`config.mk`:
```
export PLATFORM = sky130hd
export DESIGN_NAME = pfx_decoder
export DESIGN_NICKNAME = d
export VERILOG_FILES = /design/src/rtl/pfx_dec_pkg.sv /design/src/rtl/pfx_classify.sv /design/src/rtl/pfx_operand_acc.sv /design/src/rtl/pfx_out_stage.sv /design/src/rtl/pfx_decoder.sv
export SDC_FILE = /design/constraint.sdc
export NUM_CORES = 1
export LEC_CHECK = 0
export BUFFER_PORTS_ARGS = -buffer_cell sky130_fd_sc_hd__buf_2
export CAP_MARGIN = 20
export CORE_ASPECT_RATIO = 0.8
export CORE_MARGIN = 2
export CORE_UTILIZATION = 55
export DETAILED_ROUTE_END_ITERATION = 12
export PLACE_DENSITY = 0.91
export SLEW_MARGIN = 20
export SYNTH_ARGS = -nofsm -noshare
export SYNTH_HDL_FRONTEND = slang
export SYNTH_SLANG_ARGS = --single-unit
export TNS_END_PERCENT = 5
```
`constraint.sdc`:
```
create_clock -name clk -period 2.2 [get_ports clk]
set_clock_uncertainty 0.15 [all_clocks]
set_input_delay 0.22 -clock clk [delete_from_list [all_inputs] [get_ports clk]]
set_output_delay 0.22 -clock clk [all_outputs]
set_load 0.03 [all_outputs]
```
`src/rtl/pfx_dec_pkg.sv`:
```
package pfx_dec_pkg;
  localparam int NIB_W  = 4;
  localparam int BYTE_W = 2 * NIB_W;

  typedef enum logic [1:0] {
    KIND_EMIT = 2'd0,
    KIND_PFX  = 2'd1,
    KIND_NFX  = 2'd2
  } byte_kind_e;
endpackage

```
`src/rtl/pfx_classify.sv`:
```
module pfx_classify
  import pfx_dec_pkg::*;
#(
  parameter logic [NIB_W-1:0] PFX_CODE = 4'h2,
  parameter logic [NIB_W-1:0] NFX_CODE = 4'h6,
  parameter logic [NIB_W-1:0] OPR_CODE = 4'hF
) (
  input  logic [BYTE_W-1:0] byte_i,
  output logic [NIB_W-1:0]  func_o,
  output logic [NIB_W-1:0]  nib_o,
  output byte_kind_e        kind_o,
  output logic              indirect_o
);
  always_comb begin
    func_o     = byte_i[BYTE_W-1:NIB_W];
    nib_o      = byte_i[NIB_W-1:0];
    indirect_o = (func_o == OPR_CODE);
    if (func_o == PFX_CODE)      kind_o = KIND_PFX;
    else if (func_o == NFX_CODE) kind_o = KIND_NFX;
    else                         kind_o = KIND_EMIT;
  end
endmodule

```
`src/rtl/pfx_operand_acc.sv`:
```
module pfx_operand_acc
  import pfx_dec_pkg::*;
#(
  parameter int WORD_W = 32
) (
  input  logic              clk,
  input  logic              rst_n,
  input  logic              take_i,
  input  byte_kind_e        kind_i,
  input  logic [NIB_W-1:0]  nib_i,
  output logic [WORD_W-1:0] merged_o
);
  localparam int PAD_W = WORD_W - NIB_W;

  logic [WORD_W-1:0] acc_q;
  logic [WORD_W-1:0] acc_d;

  always_comb begin
    merged_o = acc_q | {{PAD_W{1'b0}}, nib_i};
    acc_d    = acc_q;
    if (take_i) begin
      unique case (kind_i)
        KIND_PFX: acc_d = merged_o << NIB_W;
        KIND_NFX: acc_d = (~merged_o) << NIB_W;
        default:  acc_d = '0;
      endcase
    end
  end

  always_ff @(posedge clk or negedge rst_n) begin
    if (!rst_n) acc_q <= '0;
    else        acc_q <= acc_d;
  end

  AST_PFX_LOW_NIB_CLEAR: assert property (@(posedge clk) disable iff (!rst_n)
    take_i && (kind_i != KIND_EMIT) |=> acc_q[NIB_W-1:0] == '0);

  AST_EMIT_CLEARS_ACC: assert property (@(posedge clk) disable iff (!rst_n)
    take_i && (kind_i == KIND_EMIT) |=> acc_q == '0);

  AST_IDLE_ACC_STABLE: assert property (@(posedge clk) disable iff (!rst_n)
    !take_i |=> $stable(acc_q));
endmodule

```
`src/rtl/pfx_out_stage.sv`:
```
module pfx_out_stage
  import pfx_dec_pkg::*;
#(
  parameter int WORD_W    = 32,
  parameter int EXT_COUNT = 112
) (
  input  logic              clk,
  input  logic              rst_n,
  input  logic              load_i,
  input  logic [NIB_W-1:0]  func_i,
  input  logic [WORD_W-1:0] operand_i,
  input  logic              indirect_i,
  output logic              slot_free_o,
  output logic              out_valid,
  input  logic              out_ready,
  output logic [NIB_W-1:0]  out_func,
  output logic [WORD_W-1:0] out_operand,
  output logic              out_indirect,
  output logic              out_ext_legal
);
  localparam logic [WORD_W-1:0] EXT_LIMIT = WORD_W'(EXT_COUNT);

  logic legal_d;

  always_comb begin
    slot_free_o = !out_valid || out_ready;
    legal_d     = indirect_i && (operand_i < EXT_LIMIT);
  end

  always_ff @(posedge clk or negedge rst_n) begin
    if (!rst_n) begin
      out_valid     <= 1'b0;
      out_func      <= '0;
      out_operand   <= '0;
      out_indirect  <= 1'b0;
      out_ext_legal <= 1'b0;
    end else if (load_i) begin
      out_valid     <= 1'b1;
      out_func      <= func_i;
      out_operand   <= operand_i;
      out_indirect  <= indirect_i;
      out_ext_legal <= legal_d;
    end else if (out_ready) begin
      out_valid     <= 1'b0;
    end
  end

  AST_STALL_HOLDS: assert property (@(posedge clk) disable iff (!rst_n)
    out_valid && !out_ready |=> out_valid && $stable(out_func) &&
      $stable(out_operand) && $stable(out_indirect) && $stable(out_ext_legal));

  AST_LEGAL_NEEDS_INDIRECT: assert property (@(posedge clk) disable iff (!rst_n)
    out_valid && out_ext_legal |-> out_indirect);
endmodule

```
`src/rtl/pfx_decoder.sv`:
```
module pfx_decoder
  import pfx_dec_pkg::*;
#(
  parameter int WORD_W    = 32,
  parameter int EXT_COUNT = 112
) (
  input  logic              clk,
  input  logic              rst_n,
  input  logic              in_valid,
  output logic              in_ready,
  input  logic [7:0]        in_byte,
  output logic              out_valid,
  input  logic              out_ready,
  output logic [3:0]        out_func,
  output logic [WORD_W-1:0] out_operand,
  output logic              out_indirect,
  output logic              out_ext_legal
);
  logic [NIB_W-1:0]  func_w;
  logic [NIB_W-1:0]  nib_w;
  byte_kind_e        kind_w;
  logic              indirect_w;
  logic              take_w;
  logic              slot_free_w;
  logic [WORD_W-1:0] merged_w;

  pfx_classify u_classify (
    .byte_i     (in_byte),
    .func_o     (func_w),
    .nib_o      (nib_w),
    .kind_o     (kind_w),
    .indirect_o (indirect_w)
  );

  always_comb begin
    in_ready = slot_free_w;
    take_w   = in_valid && slot_free_w;
  end

  pfx_operand_acc #(.WORD_W(WORD_W)) u_acc (
    .clk      (clk),
    .rst_n    (rst_n),
    .take_i   (take_w),
    .kind_i   (kind_w),
    .nib_i    (nib_w),
    .merged_o (merged_w)
  );

  pfx_out_stage #(.WORD_W(WORD_W), .EXT_COUNT(EXT_COUNT)) u_out (
    .clk           (clk),
    .rst_n         (rst_n),
    .load_i        (take_w && (kind_w == KIND_EMIT)),
    .func_i        (func_w),
    .operand_i     (merged_w),
    .indirect_i    (indirect_w),
    .slot_free_o   (slot_free_w),
    .out_valid     (out_valid),
    .out_ready     (out_ready),
    .out_func      (out_func),
    .out_operand   (out_operand),
    .out_indirect  (out_indirect),
    .out_ext_legal (out_ext_legal)
  );

  AST_BLOCKED_NO_TAKE: assert property (@(posedge clk) disable iff (!rst_n)
    out_valid && !out_ready |-> !in_ready);

  AST_PREFIX_SILENT: assert property (@(posedge clk) disable iff (!rst_n)
    in_valid && in_ready && (in_byte[7:4] == 4'h2 || in_byte[7:4] == 4'h6) && out_ready
      |=> !out_valid);

  AST_EMIT_NEXT_CYCLE: assert property (@(posedge clk) disable iff (!rst_n)
    in_valid && in_ready && in_byte[7:4] != 4'h2 && in_byte[7:4] != 4'h6
      |=> out_valid && out_func == $past(in_byte[7:4]));

  AST_INDIRECT_CODE: assert property (@(posedge clk) disable iff (!rst_n)
    out_valid |-> out_indirect == (out_func == 4'hF));

  AST_READY_WHEN_DRAINING: assert property (@(posedge clk) disable iff (!rst_n)
    out_ready |-> in_ready);
endmodule

```
==> qor.txt <==
Synth Warn #: 0
Vias per cell: 5.62
Clock share of power: 30.7%
H-tree level count: 3
Finish-stage setup viols: 0
Layout Utilization: 67.1%
R2R cell count: 3
Logic pwr share: 19.2%
NetSw: 0.822 mW
Area Overhead vs Synth: 17.7%
Fmax: 534 MHz
Met2 Use GR: 31.6%
CTS tree: done
RSZ-0062 raised after global routing: false
Max-cap viol count: 0
Part of the power in registers: 50.1%
Setup crit end kind: flop
Rows: 23
Slew Viols, Final: 0
Clock buffer depth: 2
Critical path depth: 3
Largest net degree at the start of global routing: 68
Worst R2R Setup Slack: 0.33 ns
Place WS: 0.193 ns
GP Congestion: 0.775
Top-Level Pins: 52
Area of the multi-input gates: 0.00109 sq mm
RR Startpoint: u_out.out_valid
Setup TNS: 0 ns
Post-route ant nets: 0
Cell internal pwr: 1.98 mW
Total GRT Usage: 21.0%
CP max-delay cell: or3_4
Synth top area cells: dfrtp_1 59%, o2bb2ai_1 8.6%, xnor2_1 8.6%
Hpwl dp: 3.68 mm
Via count: 1798
Final wirelength: 5.65 mm
Die ar.: 0.00578 sq mm
Count of flip-flops with a built-in enable after synthesis: 0
Most common flop cell mapped by yosys: dfrtp_1
# DRC: 0
Vias in the first global route: 1755
Top Family by Delay on Critical Path: simple AND/OR/NAND/NOR gates
Hold Buf Count CTS: 5
Reg2reg end: u_out.out_operand[16]
Top-area cell type share of the netlist area: 58.8%
Leading area contributor after synthesis: dfrtp_1
Dpl cell area: 0.00315 sq mm
CTS Buf Count: 9
Seq/Total Area, Yosys: 58.8%
Die width: 84.5 microns
Post-CTS setup buffers: 0
GR Layer Usage met3: 8.44%
Avg Inst Size Synth: 14.6 sq um
First-pass GRT wire length: 9.05 mm
Most common cell in the netlist: dfrtp_1
Crit. Startpoint: u_out.out_valid
Initial antenna violation count: 0
Core area: 0.00501 sq mm
Register area: 0.00168 sq mm
Slowest stage delay, CP: 0.57 ns
Port Buffers: 51
Worst slew pin tran: 0.588 ns
Syn Inst Count: 195
Worst path arrival time: 1.95 ns
Slew headroom: 60.8%
Final worst-path cycle share: 85.1%
Post-Syn Area: 0.00285 sq mm
WL/cell: 17.7 microns
Gr busiest metal: met2
Starting Density: 57.0%
Ys async rst share: 100%
Max IR drop VDD: 0.000509 V
Share of cells above drive strength 1: 40.7%
Critical path peak fanout: 38
Status: completed
HP Class: in2reg
Flops & latches, synth: 67
Pwr dens: 833 mW/mm^2
Crit path to: u_out.out_operand[16]
Worst-path cell chain: nor2b_1 -> or3_4 -> mux2_2
GR Layer Usage met1: 28.8%
Min Tclk post-route: 1.87 ns
Ant diodes: 0
Final worst slack: 0.327 ns
Initial drt markers: 154
Filler Cells Inserted: 395
Lkg Pwr: 1.67 nW
Post-synthesis cell type count: 25
Synth top cells by count: 67 x dfrtp_1, 28 x o2bb2ai_1, 28 x xnor2_1
CTS clock-pin slew for the worst setup and hold paths: 0.07 ns
# resized after CTS: 0
CP bufs+invs: 0
Root Buffer: clkbuf_8
Final nets: 266
Die H: 68.4 microns
Grt ovf: 0
Clock sinks: 67
Worst EP required: 2.28 ns
Startpoint types: flop
Final instance area: 0.00336 sq mm
Worst-Skew Late Latency: 0.34 ns
Syn nets: 207
Final Hold Viols: 0
DRT Pass-1 Iters: 4
Sw Share: 29.4%
WS Path Type: reg2reg
## worst min path at each step
stage	startpoint	to	cells past startpoint
after floorplan	rst_n	u_acc.acc_q[10]	0
after global placement	rst_n	u_out.out_operand[3]	2
after detailed placement	rst_n	u_out.out_operand[3]	2
after CTS	in_byte[5]	u_out.out_func[1]	2
after global routing	in_byte[5]	u_out.out_func[1]	2
final	in_byte[5]	u_out.out_func[1]	2
## worst reg2reg max path, cell delays in order, from the launching register on
cell     delay (ns)
dfrtp_1        0.33
nor2b_1        0.27
or3_4          0.58
mux2_2         0.43
## metal layers
metal | part of all wire (%) | routed length [microns]
met2 | 47 | 2680
met5 | 0 | 0
met1 | 45 | 2530
met4 | 0.55 | 31
met3 | 7.2 | 408
## cells by family after synthesis
logic type	after synthesis	share of synthesized area (%)
AO/OA/AOI/OAI	33	10.2
buffers and inverters	14	3.07
flip-flops	67	58.8
XOR/XNOR	28	8.60
multiplexers	34	15.5
AND/OR/NAND/NOR	19	3.82
## cell usage in the layout (no fill, tap or decap), drive strengths merged
| cell type | instances |
|---|---|
| dlygate4sd3 | 5 |
| clkbuf | 12 |
| clkinv | 4 |
| nor2b | 1 |
| nor3 | 1 |
| inv | 1 |
| nand3 | 2 |
| and3 | 1 |
| nor2 | 1 |
| a32o | 2 |
| buf | 55 |
| o31ai | 1 |
| nor3b | 1 |
| mux2 | 34 |
| nand4 | 2 |
| nor4 | 5 |
| nand2 | 4 |
| o2bb2ai | 28 |
| o41ai | 1 |
| or3 | 1 |
| a21bo | 1 |
| xnor2 | 28 |
| dfrtp | 67 |
## through the flow
| stage | std cells | hold slack, ns | power (mW) |
|---|---|---|---|
| 2_1_floorplan | 195 | -0.226 | 1.80 |
| 3_3_place_gp | 300 | 0.107 | 1.94 |
| 3_5_place_dp | 300 | 0.115 | 1.96 |
| 4_1_cts | 320 | 0.000547 | 2.83 |
| 5_1_grt | 320 | 0.00371 | 2.92 |
| 6_report | 320 | 0.0214 | 2.80 |
## power by group through the flow
| stage | Sequential [mW] | Combinational, mW | Clock [mW] |
|---|---|---|---|
| after detailed placement | 1.43 | 0.534 | 0 |
| after CTS | 1.40 | 0.543 | 0.879 |
| after floorplan | 1.55 | 0.247 | 0 |
| after global placement | 1.42 | 0.519 | 0 |
| final | 1.40 | 0.537 | 0.857 |
| after global routing | 1.42 | 0.573 | 0.935 |
## layout make-up
type	count	share of cell area, %
tap	62	2.31
clock buffer	12	4.32
multi-input combinational	114	32.4
inverter	2	0.224
timing repair buffer	60	10.4
sequential	67	49.9
clock inverter	3	0.447
## flip-flops by register name (all words and copies together) (netlist names)
| signal | count |
|---|---|
| u_out.out_indirect | 1 |
| u_out.out_func | 4 |
| u_out.out_ext_legal | 1 |
| u_out.out_valid | 1 |
| u_acc.acc_q | 28 |
| u_out.out_operand | 32 |
No activity file was read; power rests on OpenSTA's default activity.
